**src/rtl/ebr_pkg.sv**
```systemverilog
package ebr_pkg;
   localparam int NUM_MST = 3;
   localparam int IX_CPU = 0;
   localparam int IX_DTC = 1;
   localparam int IX_DMA = 2;

   typedef enum logic [1:0] {
      MST_CPU  = 2'd0,
      MST_DTC  = 2'd1,
      MST_DMA  = 2'd2,
      MST_NONE = 2'd3
   } mst_e;

   typedef enum logic [2:0] {
      REL_OWN,
      REL_DRAIN,
      REL_PRE,
      REL_GIVEN,
      REL_RETURN
   } rel_state_e;
endpackage

```
**src/rtl/ebr_bank_tracker.sv**
```systemverilog
module ebr_bank_tracker #(
   parameter int NUM_BANKS = 4,
   localparam int ID_W = (NUM_BANKS > 1) ? $clog2(NUM_BANKS) : 1
) (
   input  logic                 clk,
   input  logic                 rst_n,
   input  logic                 act_i,
   input  logic [ID_W-1:0]      act_id_i,
   input  logic                 clr_i,
   output logic [NUM_BANKS-1:0] open_o,
   output logic                 any_open_o
);
   for (genvar b = 0; b < NUM_BANKS; b++) begin : g_bank
      always_ff @(posedge clk or negedge rst_n) begin
         if (!rst_n)
            open_o[b] <= 1'b0;
         else if (clr_i)
            open_o[b] <= 1'b0;
         else if (act_i && (act_id_i == ID_W'(b)))
            open_o[b] <= 1'b1;
      end
   end

   assign any_open_o = |open_o;
endmodule

```
**src/rtl/ebr_release_fsm.sv**
```systemverilog
module ebr_release_fsm
   import ebr_pkg::*;
#(
   parameter int PALL_CYC = 3,
   localparam int CNT_W = (PALL_CYC > 1) ? $clog2(PALL_CYC) : 1
) (
   input  logic clk,
   input  logic rst_n,
   input  logic breq_i,
   input  logic ext_busy_i,
   input  logic any_open_i,
   output logic pall_o,
   output logic back_o,
   output logic ext_block_o
);
   rel_state_e state_q, state_d;
   logic       pre_done;
   logic       pall_q;

   always_comb begin
      state_d = state_q;
      unique case (state_q)
         REL_OWN: begin
            if (breq_i) begin
               if (ext_busy_i)      state_d = REL_DRAIN;
               else if (any_open_i) state_d = REL_PRE;
               else                 state_d = REL_GIVEN;
            end
         end
         REL_DRAIN: begin
            if (!ext_busy_i) state_d = any_open_i ? REL_PRE : REL_GIVEN;
         end
         REL_PRE:    if (pre_done) state_d = REL_GIVEN;
         REL_GIVEN:  if (!breq_i)  state_d = REL_RETURN;
         REL_RETURN: state_d = REL_OWN;
         default:    state_d = REL_OWN;
      endcase
   end

   always_ff @(posedge clk or negedge rst_n) begin
      if (!rst_n) begin
         state_q <= REL_OWN;
         pall_q  <= 1'b0;
      end else begin
         state_q <= state_d;
         pall_q  <= (state_d == REL_PRE) && (state_q != REL_PRE);
      end
   end

   if (PALL_CYC > 1) begin : g_pre_cnt
      logic [CNT_W-1:0] cnt_q;
      always_ff @(posedge clk or negedge rst_n) begin
         if (!rst_n)
            cnt_q <= '0;
         else if ((state_d == REL_PRE) && (state_q != REL_PRE))
            cnt_q <= CNT_W'(PALL_CYC - 1);
         else if ((state_q == REL_PRE) && (cnt_q != '0))
            cnt_q <= cnt_q - 1'b1;
      end
      assign pre_done = (cnt_q == '0);
   end else begin : g_pre_one
      assign pre_done = 1'b1;
   end

   assign pall_o      = pall_q;
   assign back_o      = (state_q == REL_GIVEN);
   assign ext_block_o = (state_q != REL_OWN);
endmodule

```
**src/rtl/ebr_master_sel.sv**
```systemverilog
module ebr_master_sel
   import ebr_pkg::*;
(
   input  logic               clk,
   input  logic               rst_n,
   input  logic [NUM_MST-1:0] req_i,
   input  logic [NUM_MST-1:0] ext_i,
   input  logic               cpu_io_i,
   input  logic               cpu_ext_prio_i,
   input  logic               ext_block_i,
   output logic [NUM_MST-1:0] grant_o,
   output logic               idle_o,
   output logic               stall_o
);
   mst_e win;
   mst_e owner_q;
   logic io_last_q;
   logic win_ext;
   logic idle_dma, idle_cpu;

   always_comb begin
      win     = MST_NONE;
      win_ext = 1'b0;
      if (req_i[IX_DMA]) begin
         win     = MST_DMA;
         win_ext = ext_i[IX_DMA];
      end else if (req_i[IX_DTC]) begin
         win     = MST_DTC;
         win_ext = ext_i[IX_DTC];
      end else if (req_i[IX_CPU]) begin
         win     = MST_CPU;
         win_ext = ext_i[IX_CPU];
      end
   end

   assign stall_o  = win_ext && ext_block_i;
   assign idle_dma = (win == MST_DMA) && (owner_q != MST_DMA) && !stall_o;
   assign idle_cpu = (win == MST_CPU) && win_ext && io_last_q
                     && !cpu_ext_prio_i && !stall_o;
   assign idle_o   = idle_dma || idle_cpu;

   always_comb begin
      grant_o = '0;
      if ((win != MST_NONE) && !stall_o && !idle_o)
         grant_o = NUM_MST'(1) << win;
   end

   always_ff @(posedge clk or negedge rst_n) begin
      if (!rst_n) begin
         owner_q   <= MST_NONE;
         io_last_q <= 1'b0;
      end else begin
         if (idle_dma)
            owner_q <= MST_DMA;
         else if (|grant_o)
            owner_q <= win;
         io_last_q <= grant_o[IX_CPU] && cpu_io_i && !ext_i[IX_CPU];
      end
   end
endmodule

```
**src/rtl/ext_bus_release_arb.sv**
```systemverilog
module ext_bus_release_arb
   import ebr_pkg::*;
#(
   parameter int NUM_BANKS = 4,
   parameter int PALL_CYC  = 3,
   localparam int ID_W = (NUM_BANKS > 1) ? $clog2(NUM_BANKS) : 1
) (
   input  logic               clk,
   input  logic               rst_n,
   input  logic               breq_i,
   output logic               back_o,
   input  logic               ext_busy_i,
   input  logic               bank_act_i,
   input  logic [ID_W-1:0]    bank_act_id_i,
   input  logic               ctl_pall_i,
   output logic               pall_o,
   input  logic [NUM_MST-1:0] mst_req_i,
   input  logic [NUM_MST-1:0] mst_ext_i,
   input  logic               cpu_io_i,
   input  logic               cpu_ext_prio_i,
   output logic [NUM_MST-1:0] grant_o,
   output logic               idle_o,
   output logic               stall_o
);
   if (NUM_BANKS < 1 || NUM_BANKS > 16) begin : g_bad_banks
      $error("NUM_BANKS must lie in 1..16");
   end
   if (PALL_CYC < 1) begin : g_bad_pall
      $error("PALL_CYC must be at least 1");
   end

   logic [NUM_BANKS-1:0] open_mask;
   logic                 any_open;
   logic                 ext_block;

   ebr_bank_tracker #(.NUM_BANKS(NUM_BANKS)) u_banks (
      .clk        (clk),
      .rst_n      (rst_n),
      .act_i      (bank_act_i),
      .act_id_i   (bank_act_id_i),
      .clr_i      (pall_o | ctl_pall_i),
      .open_o     (open_mask),
      .any_open_o (any_open)
   );

   ebr_release_fsm #(.PALL_CYC(PALL_CYC)) u_rel (
      .clk         (clk),
      .rst_n       (rst_n),
      .breq_i      (breq_i),
      .ext_busy_i  (ext_busy_i),
      .any_open_i  (any_open),
      .pall_o      (pall_o),
      .back_o      (back_o),
      .ext_block_o (ext_block)
   );

   ebr_master_sel u_sel (
      .clk            (clk),
      .rst_n          (rst_n),
      .req_i          (mst_req_i),
      .ext_i          (mst_ext_i),
      .cpu_io_i       (cpu_io_i),
      .cpu_ext_prio_i (cpu_ext_prio_i),
      .ext_block_i    (ext_block),
      .grant_o        (grant_o),
      .idle_o         (idle_o),
      .stall_o        (stall_o)
   );
endmodule

```
**config.mk**
```make
export PLATFORM = sky130hd
export DESIGN_NAME = ext_bus_release_arb
export DESIGN_NICKNAME = d
export VERILOG_FILES = /design/src/rtl/ebr_pkg.sv /design/src/rtl/ebr_bank_tracker.sv /design/src/rtl/ebr_release_fsm.sv /design/src/rtl/ebr_master_sel.sv /design/src/rtl/ext_bus_release_arb.sv
export SDC_FILE = /design/constraint.sdc
export NUM_CORES = 1
export LEC_CHECK = 0
export CORE_MARGIN = 5
export CORE_UTILIZATION = 50
export CTS_CLUSTER_DIAMETER = 100
export DETAILED_ROUTE_END_ITERATION = 6
export DONT_BUFFER_PORTS = 1
export GPL_TIMING_DRIVEN = 0
export PLACE_DENSITY = 0.69
export SLEW_MARGIN = 30
export SYNTH_ARGS = -nofsm -noshare
export SYNTH_HDL_FRONTEND = slang
export SYNTH_SLANG_ARGS = --single-unit
```
**constraint.sdc**
```tcl
create_clock -name clk -period 3.23 [get_ports clk]
set_input_delay 0.323 -clock clk [delete_from_list [all_inputs] [get_ports clk]]
set_output_delay 0.323 -clock clk [all_outputs]
set_load 0.02 [all_outputs]
```
==> impl_metrics.sql, run 1 <==
INSERT INTO impl_metrics (metric_group, metric, value, unit) VALUES
('critical_path', 'cp_max_fo', '7', ''),
('timing', 'fmaxAchievable', '0.4726', 'GHz'),
('run_status', 'status', 'complete, no violations', ''),
('timing', 'setup-tns-final', '0', 'ns'),
('critical_path', 'worst_path_class_setup', 'flop to primary output', ''),
('critical_path', 'max_stage_delay', '0.48', 'ns'),
('global_routing', 'grt_pass1_wl', '2408', 'µm'),
('route', 'vias_per_cell', '5.765', ''),
('logic_synthesis', 'synth.top_cells.by_area', 'sky130_fd_sc_hd__dfrtp_1 37%, sky130_fd_sc_hd__dfstp_2 7.0%, sky130_fd_sc_hd__nor2_1 5.5%', ''),
('global_routing', 'antenna_found_initial', '0', ''),
('logic_synthesis', 'yosysWarningCount', '0', ''),
('place', 'detailedPlacementHpwl', '1135', 'µm'),
('cells_and_area', 'antennaDiodeCount', '0', ''),
('route', 'first_iter_violations', '7', ''),
('timing', 'setup_slack', '1.114', 'ns'),
('critical_path', 'r2r_cells', '6', ''),
('timing', 'timing.slew.headroom', '0.6197', ''),
('logic_synthesis', 'async_reset_ff_frac', '1.000', ''),
('logic_synthesis', 'netlist.area_leader.share', '0.3679', ''),
('power_and_ir_drop', 'power_density', '790.3', 'mW/mm²'),
('timing', 'timing.final.hold_violations', '0', ''),
('place', 'port_buffers', '0', ''),
('logic_synthesis', 'syn_nets', '94', ''),
('critical_path', 'worst-endpoint-arrival', '1.79', 'ns'),
('clocking', 'cts.root.buffer_cell', 'sky130_fd_sc_hd__clkbuf_4', ''),
('place', 'gp_congestion', '0.7562', ''),
('power_and_ir_drop', 'power_leakage', '0.3650', 'nW'),
('floorplan', 'die_w', '48.69', 'µm'),
('clocking', 'tritoncts_clock_tree', 'built', ''),
('logic_synthesis', 'post_synth_inst_count', '77', ''),
('run', 'maxCapViolCount', '0', ''),
('timing', 'timing.clock.skew', '0.002930', 'ns'),
('timing', 'tightest_slew', '0.5686', 'ns'),
('timing', 'min_period_over_period', '0.6551', ''),
('floorplan', 'floorplan.rows', '14', ''),
('route', 'drtAntennaViolNets', '0', ''),
('timing', 'unrepaired_setup_endpoints_after_global_routing', 'no', ''),
('clocking', 'h-tree-depth', '1', ''),
('global_routing', 'grt_util_all_layers', '0.1254', ''),
('worst_hold_path', 'timing.hold.worst_path_depth', '1', ''),
('cells_and_area', 'finalNetCount', '100', ''),
('route', 'post-route-drc-count', '0', ''),
('timing', 'hold_ws', '0.1093', 'ns'),
('clocking', 'cts_num_sinks', '13', ''),
('route', 'detail_route.wl_per_cell', '14.48', 'µm'),
('floorplan', 'floorplan_core_area', '0.001454', 'mm²'),
('cells_and_area', 'final_layout_size_suffix_gt1_frac', '0.1585', ''),
('logic_synthesis', 'post_synth.cell_area_avg', '9.717', 'µm²'),
('floorplan', 'top_level_ports', '23', ''),
('critical_path', 'timing.critical_path.slowest_stage_cell', 'sky130_fd_sc_hd__dfrtp_1', ''),
('route', 'dr_total_vias', '565', ''),
('logic_synthesis', 'synthesis.area', '748.2', 'µm²'),
('logic_synthesis', 'number_of_flops_mapped_to_enable_cells_by_yosys', '0', ''),
('critical_path', 'worst-endpoint-required', '2.91', 'ns'),
('timing', 'finalSetupViolCount', '0', ''),
('timing', 'finalMaxSlewViolations', '0', ''),
('critical_path', 'worstSetupEndpointType', 'primary output', ''),
('cells_and_area', 'synthToLayoutAreaGrowth', '7.525', '%'),
('floorplan', 'dieHeight', '48.69', 'µm'),
('logic_synthesis', 'yosys_register_bits', '13', ''),
('place', 'preCtsSetupSlack', '1.405', 'ns'),
('floorplan', 'floorplan.initialDensity', '0.5146', ''),
('cells_and_area', 'num-fill-cells', '136', ''),
('power_and_ir_drop', 'vdd_drop_max', '0.0004350', 'V'),
('route', 'drt-pass1-iter-count', '4', ''),
('clocking', 'longest_clk_path_bufs', '2', ''),
('logic_synthesis', 'synth_cell_type_count', '34', ''),
('global_routing', 'grt_remaining_overflow', '0', ''),
('logic_synthesis', 'yosysTopAreaCell', 'sky130_fd_sc_hd__dfrtp_1', ''),
('global_routing', 'first_global_vias', '560', ''),
('logic_synthesis', 'yosys_most_used_dff', 'sky130_fd_sc_hd__dfrtp_1', '');
-- path summary, 6_finish.rpt --
check                                      endpoint                     start  slack [ns]
setup / recovery                             idle_o          u_rel.state_q[2]        1.11
hold / removal                     u_rel.state_q[2]                    breq_i        0.11
setup reg to reg           u_rel.g_pre_cnt.cnt_q[0]  u_rel.g_pre_cnt.cnt_q[0]        1.71
hold reg to reg            u_rel.g_pre_cnt.cnt_q[1]  u_rel.g_pre_cnt.cnt_q[1]        0.50
max in group asynchronous          u_sel.owner_q[0]                     rst_n        2.37
min in group asynchronous  u_rel.g_pre_cnt.cnt_q[0]                     rst_n        0.48
-- registers in the layout (all words and copies together), names as in the netlist --
name	count
u_banks.open_o	4
u_rel.state_q	3
u_rel.g_pre_cnt.cnt_q	2
u_sel.owner_q	2
u_rel.pall_o	1
u_sel.io_last_q	1
-- cell usage in the layout (no fill, tap or decap), types with 2 or more instances in the layout --
| cell type | instances |
|---|---|
| sky130_fd_sc_hd__dfstp_2 | 2 |
| sky130_fd_sc_hd__nand2b_1 | 2 |
| sky130_fd_sc_hd__nor3_1 | 6 |
| sky130_fd_sc_hd__a31oi_1 | 5 |
| sky130_fd_sc_hd__a21oi_1 | 4 |
| sky130_fd_sc_hd__nand2_1 | 2 |
| sky130_fd_sc_hd__nand3b_1 | 2 |
| sky130_fd_sc_hd__a211oi_1 | 2 |
| sky130_fd_sc_hd__nor2_1 | 11 |
| sky130_fd_sc_hd__inv_1 | 6 |
| sky130_fd_sc_hd__and2_1 | 2 |
| sky130_fd_sc_hd__clkbuf_4 | 3 |
| sky130_fd_sc_hd__dfrtp_1 | 11 |
-- area by class of cell --
cell class | count | area, µm² | area share
multi-input combinational | 57 | 392.9 | 0.4883
sequential | 13 | 327.8 | 0.4075
clock buffer | 4 | 26.28 | 0.03266
inverter | 6 | 22.52 | 0.02799
tap | 16 | 20.02 | 0.02488
timing repair buffer | 1 | 10.01 | 0.01244
buffer | 1 | 5.005 | 0.006221
-- critical path: cells and delay by family, from the launching register on --
kind	cells	cell delay [ns]
flip-flops	1	0.48
AND/OR/NAND/NOR	3	1.03
-- routing by layer --
metal  GRT usage  vias to the layer above  wire length, µm
met4     0.02691                        0                0
met5           0                        -                0
met3     0.06442                        0              102
met1      0.1481                      259              670
li1            -                      292                -
met2      0.2022                       14              645
-- what timing repair did --
action	in CTS	in global routing
hold buffers	1	0
hold endpoints to repair	13	0
setup endpoints to repair	0	0
buffers inserted	0	0
-- kinds of logic after synthesis --
group / count (synthesis) / synth area share
AO/OA/AOI/OAI: 18 / 0.1739
buffers and inverters: 7 / 0.03678
AND/OR/NAND/NOR: 36 / 0.3027
multiplexers: 1 / 0.02006
flip-flops: 13 / 0.4381
adder cells (fa/ha/maj): 1 / 0.01672
XOR/XNOR: 1 / 0.01171
-- power breakdown --
group | switching [W] | internal, W | total (W)
clock | 0.0000510 | 0.0000478 | 0.0000988
combinational | 0.000133 | 0.000127 | 0.000260
sequential | 0.0000575 | 0.000219 | 0.000277
-- through the flow --
step	total power [W]	instance area (µm²)	cells	util
2_1_floorplan	0.0004960	748.2	77	-
3_3_place_gp	0.0005294	768.2	93	0.5284
3_5_place_dp	0.0005385	768.2	93	0.5284
4_1_cts	0.0006429	804.5	98	0.5534
5_1_grt	0.0006909	804.5	98	0.5534
6_report	0.0006358	804.5	98	0.5534
No activity file was read; power rests on OpenSTA's default activity.
==> inputs of run 2 (changes only) <==
==> constraint.sdc (replaced) <==
create_clock -name clk -period 2.15 [get_ports clk]
set_input_delay 0.215 -clock clk [delete_from_list [all_inputs] [get_ports clk]]
set_output_delay 0.215 -clock clk [all_outputs]
set_load 0.02 [all_outputs]
==> run 2 against run 1 <==
Net effect: combinational power increased by 52%; first-iteration DRC count increased by 14%; core utilization increased by 2.1 points; design area increased by 3.7%; clock skew about the same; total power increased by 51%; clock-buffer cell count unchanged; die area unchanged; global-route usage increased by 0.32 points; clock power increased by 50%; critical path depth unchanged; sequential power increased by 50%.
==> impl_metrics.sql, run 2 (same netlist as run 1, synthesis figures left out) <==
INSERT INTO impl_metrics (metric_group, metric, value, unit) VALUES
('run_status', 'status', 'complete, no violations', ''),
('clocking', 'cts.root.buffer_cell', 'sky130_fd_sc_hd__clkbuf_4', ''),
('route', 'dr_total_vias', '578', ''),
('power_and_ir_drop', 'power_leakage', '0.3775', 'nW'),
('cells_and_area', 'multiInputGateArea', '392.9', 'µm²'),
('critical_path', 'worst_path_class_setup', 'flop to primary output', ''),
('timing', 'period_needed', '2.008', 'ns'),
('global_routing', 'grt_remaining_overflow', '0', ''),
('power_and_ir_drop', 'netSwitchingFraction', '0.3800', ''),
('floorplan', 'floorplan.rows', '14', ''),
('route', 'drtAntennaViolNets', '0', ''),
('clocking', 'clkTransAtPathRegs', '0.08', 'ns'),
('power_and_ir_drop', 'power.clock.fraction', '0.155', ''),
('floorplan', 'floorplan_core_area', '0.001454', 'mm²'),
('cells_and_area', 'finish.utilization', '0.5740', ''),
('cells_and_area', 'post_route_insts_no_fill', '101', ''),
('clocking', 'cts_made_buffers', '3', ''),
('timing', 'fmaxAchievable', '0.4980', 'GHz'),
('clocking', 'post-cts-setup-buffer-count', '0', ''),
('floorplan', 'die_w', '48.69', 'µm'),
('clocking', 'tritoncts_clock_tree', 'built', ''),
('run', 'maxCapViolCount', '0', ''),
('timing', 'tightest_slew', '0.5686', 'ns'),
('place', 'postPlaceCellArea', '768.2', 'µm²'),
('timing', 'timing.clock.skew', '0.002973', 'ns'),
('clocking', 'cts_hold_repair.buffers', '3', ''),
('cells_and_area', 'synthToLayoutAreaGrowth', '11.54', '%'),
('timing', 'min_period_over_period', '0.9340', ''),
('clocking', 'h-tree-depth', '1', ''),
('floorplan', 'die_area', '0.002370', 'mm²'),
('route', 'detail_route.wl_per_cell', '14.29', 'µm'),
('floorplan', 'dieHeight', '48.69', 'µm'),
('cells_and_area', 'reg.largest.list', 'u_banks.open_o x4, u_rel.state_q x3', ''),
('route', 'drt-total-wl', '1443', 'µm'),
('clocking', 'cts_num_sinks', '13', ''),
('global_routing', 'first_global_vias', '578', ''),
('cells_and_area', 'largest_reg_flops', '4', ''),
('cells_and_area', 'most-common-layout-cells', '11 x sky130_fd_sc_hd__nor2_1, 11 x sky130_fd_sc_hd__dfrtp_1, 6 x sky130_fd_sc_hd__inv_1, 6 x sky130_fd_sc_hd__nor3_1, 5 x sky130_fd_sc_hd__a31oi_1', ''),
('place', 'gp_congestion', '0.7562', ''),
('timing', 'finalMaxSlewViolations', '0', ''),
('cells_and_area', 'antennaDiodeCount', '0', ''),
('floorplan', 'floorplan.initialDensity', '0.5146', ''),
('timing', 'timing.final.hold_violations', '0', ''),
('critical_path', 'worst-endpoint-required', '1.93', 'ns'),
('floorplan', 'top_level_ports', '23', ''),
('worst_hold_path', 'hp-class', 'primary input to flop', ''),
('timing', 'setup-tns-final', '0', 'ns'),
('timing', 'finalSetupViolCount', '0', ''),
('global_routing', 'grt_pass1_wl', '2477', 'µm'),
('global_routing', 'grt_max_degree', '14', ''),
('power_and_ir_drop', 'power_density', '1151', 'mW/mm²'),
('critical_path', 'worst_setup_path_start_kind', 'flop', ''),
('power_and_ir_drop', 'total_power', '0.0009603', 'W'),
('place', 'port_buffers', '0', ''),
('cells_and_area', 'num-fill-cells', '133', ''),
('critical_path', 'cp_max_fo', '7', ''),
('timing', 'timing.slew.headroom', '0.6197', ''),
('route', 'drt-pass1-iter-count', '4', ''),
('cells_and_area', 'finalNetCount', '103', ''),
('global_routing', 'grt_util_all_layers', '0.1286', ''),
('route', 'vias_per_cell', '5.723', ''),
('global_routing', 'antenna_found_initial', '0', ''),
('clocking', 'post_cts.resized_instances', '0', ''),
('timing', 'unrepaired_setup_endpoints_after_global_routing', 'no', ''),
('cells_and_area', 'final_layout_size_suffix_gt1_frac', '0.1529', ''),
('critical_path', 'worstSetupEndpointType', 'primary output', ''),
('route', 'post-route-drc-count', '0', ''),
('critical_path', 'worst-endpoint-arrival', '1.79', 'ns'),
('cells_and_area', 'register_area', '327.8', 'µm²'),
('clocking', 'clkLatencyLatePin', '0.27', 'ns'),
('power_and_ir_drop', 'share_seq_of_total_power', '0.433', ''),
('power_and_ir_drop', 'vdd_drop_max', '0.0006556', 'V'),
('place', 'place.detailed.instances', '93', ''),
('power_and_ir_drop', 'power.share.combinational', '0.412', ''),
('place', 'detailedPlacementHpwl', '1135', 'µm'),
('clocking', 'longest_clk_path_bufs', '2', ''),
('power_and_ir_drop', 'cell_internal_pwr', '0.0005954', 'W'),
('cells_and_area', 'top_register_by_number_of_flip_flops', 'u_banks.open_o', ''),
('cells_and_area', 'stdcell_area', '834.6', 'µm²'),
('route', 'first_iter_violations', '8', ''),
('power_and_ir_drop', 'switching_power_of_the_nets', '0.0003649', 'W');
run 2: cell count changes in the layout (fill, tap and decap cells not counted):
cell,previous run,this run
sky130_fd_sc_hd__dlygate4sd3_1,1,4
run 2: routing by layer:
metal,track usage,wire length (µm)
met2,0.2087,662
met1,0.1500,675
met5,0,0
met4,0.02691,0
met3,0.06748,105
run 2: cell type report:
class                      count  area share
buffer                         1    0.005997
clock buffer                   4     0.03148
inverter                       6     0.02699
multi-input combinational     57      0.4708
sequential                    13      0.3928
tap                           16     0.02399
timing repair buffer           4     0.04798
run 2: power by group through the flow:
stage	logic, W	clock network [W]	registers, W
2_1_floorplan	0.000345	0	0.000401
3_3_place_gp	0.000376	0	0.000419
3_5_place_dp	0.000389	0	0.000420
4_1_cts	0.000399	0.000154	0.000415
5_1_grt	0.000445	0.000168	0.000430
6_report	0.000396	0.000148	0.000416
run 2: worst paths after layout:
check | start | to | slack, ns | cells after the start
worst min register to register | u_rel.g_pre_cnt.cnt_q[1] | u_rel.g_pre_cnt.cnt_q[1] | 0.50 | 1
min in group asynchronous | rst_n | u_rel.g_pre_cnt.cnt_q[0] | 0.37 | 1
worst max register to register | u_rel.g_pre_cnt.cnt_q[0] | u_rel.g_pre_cnt.cnt_q[0] | 0.63 | 6
worst max-delay path | u_rel.state_q[2] | idle_o | 0.14 | 3
worst min-delay path | mst_ext_i[2] | u_sel.owner_q[0] | 0.09 | 2
max in group asynchronous | rst_n | u_sel.owner_q[0] | 1.40 | 1
run 2: worst max-delay path, stage by stage, from the launching register on:
cell                      delay [ns]
sky130_fd_sc_hd__dfrtp_1        0.48
sky130_fd_sc_hd__or3_4          0.46
sky130_fd_sc_hd__and2_1         0.23
sky130_fd_sc_hd__nor2_1         0.34
run 2: through the flow:
step | hold WS, ns | setup slack, ns
global route | 0.07473 | 0.05336
CTS | 0.0002390 | 0.1216
floorplan | -0.08059 | 0.5126
detailed placement | -0.08027 | 0.4326
finish | 0.08513 | 0.1419
global placement | -0.08026 | 0.4373
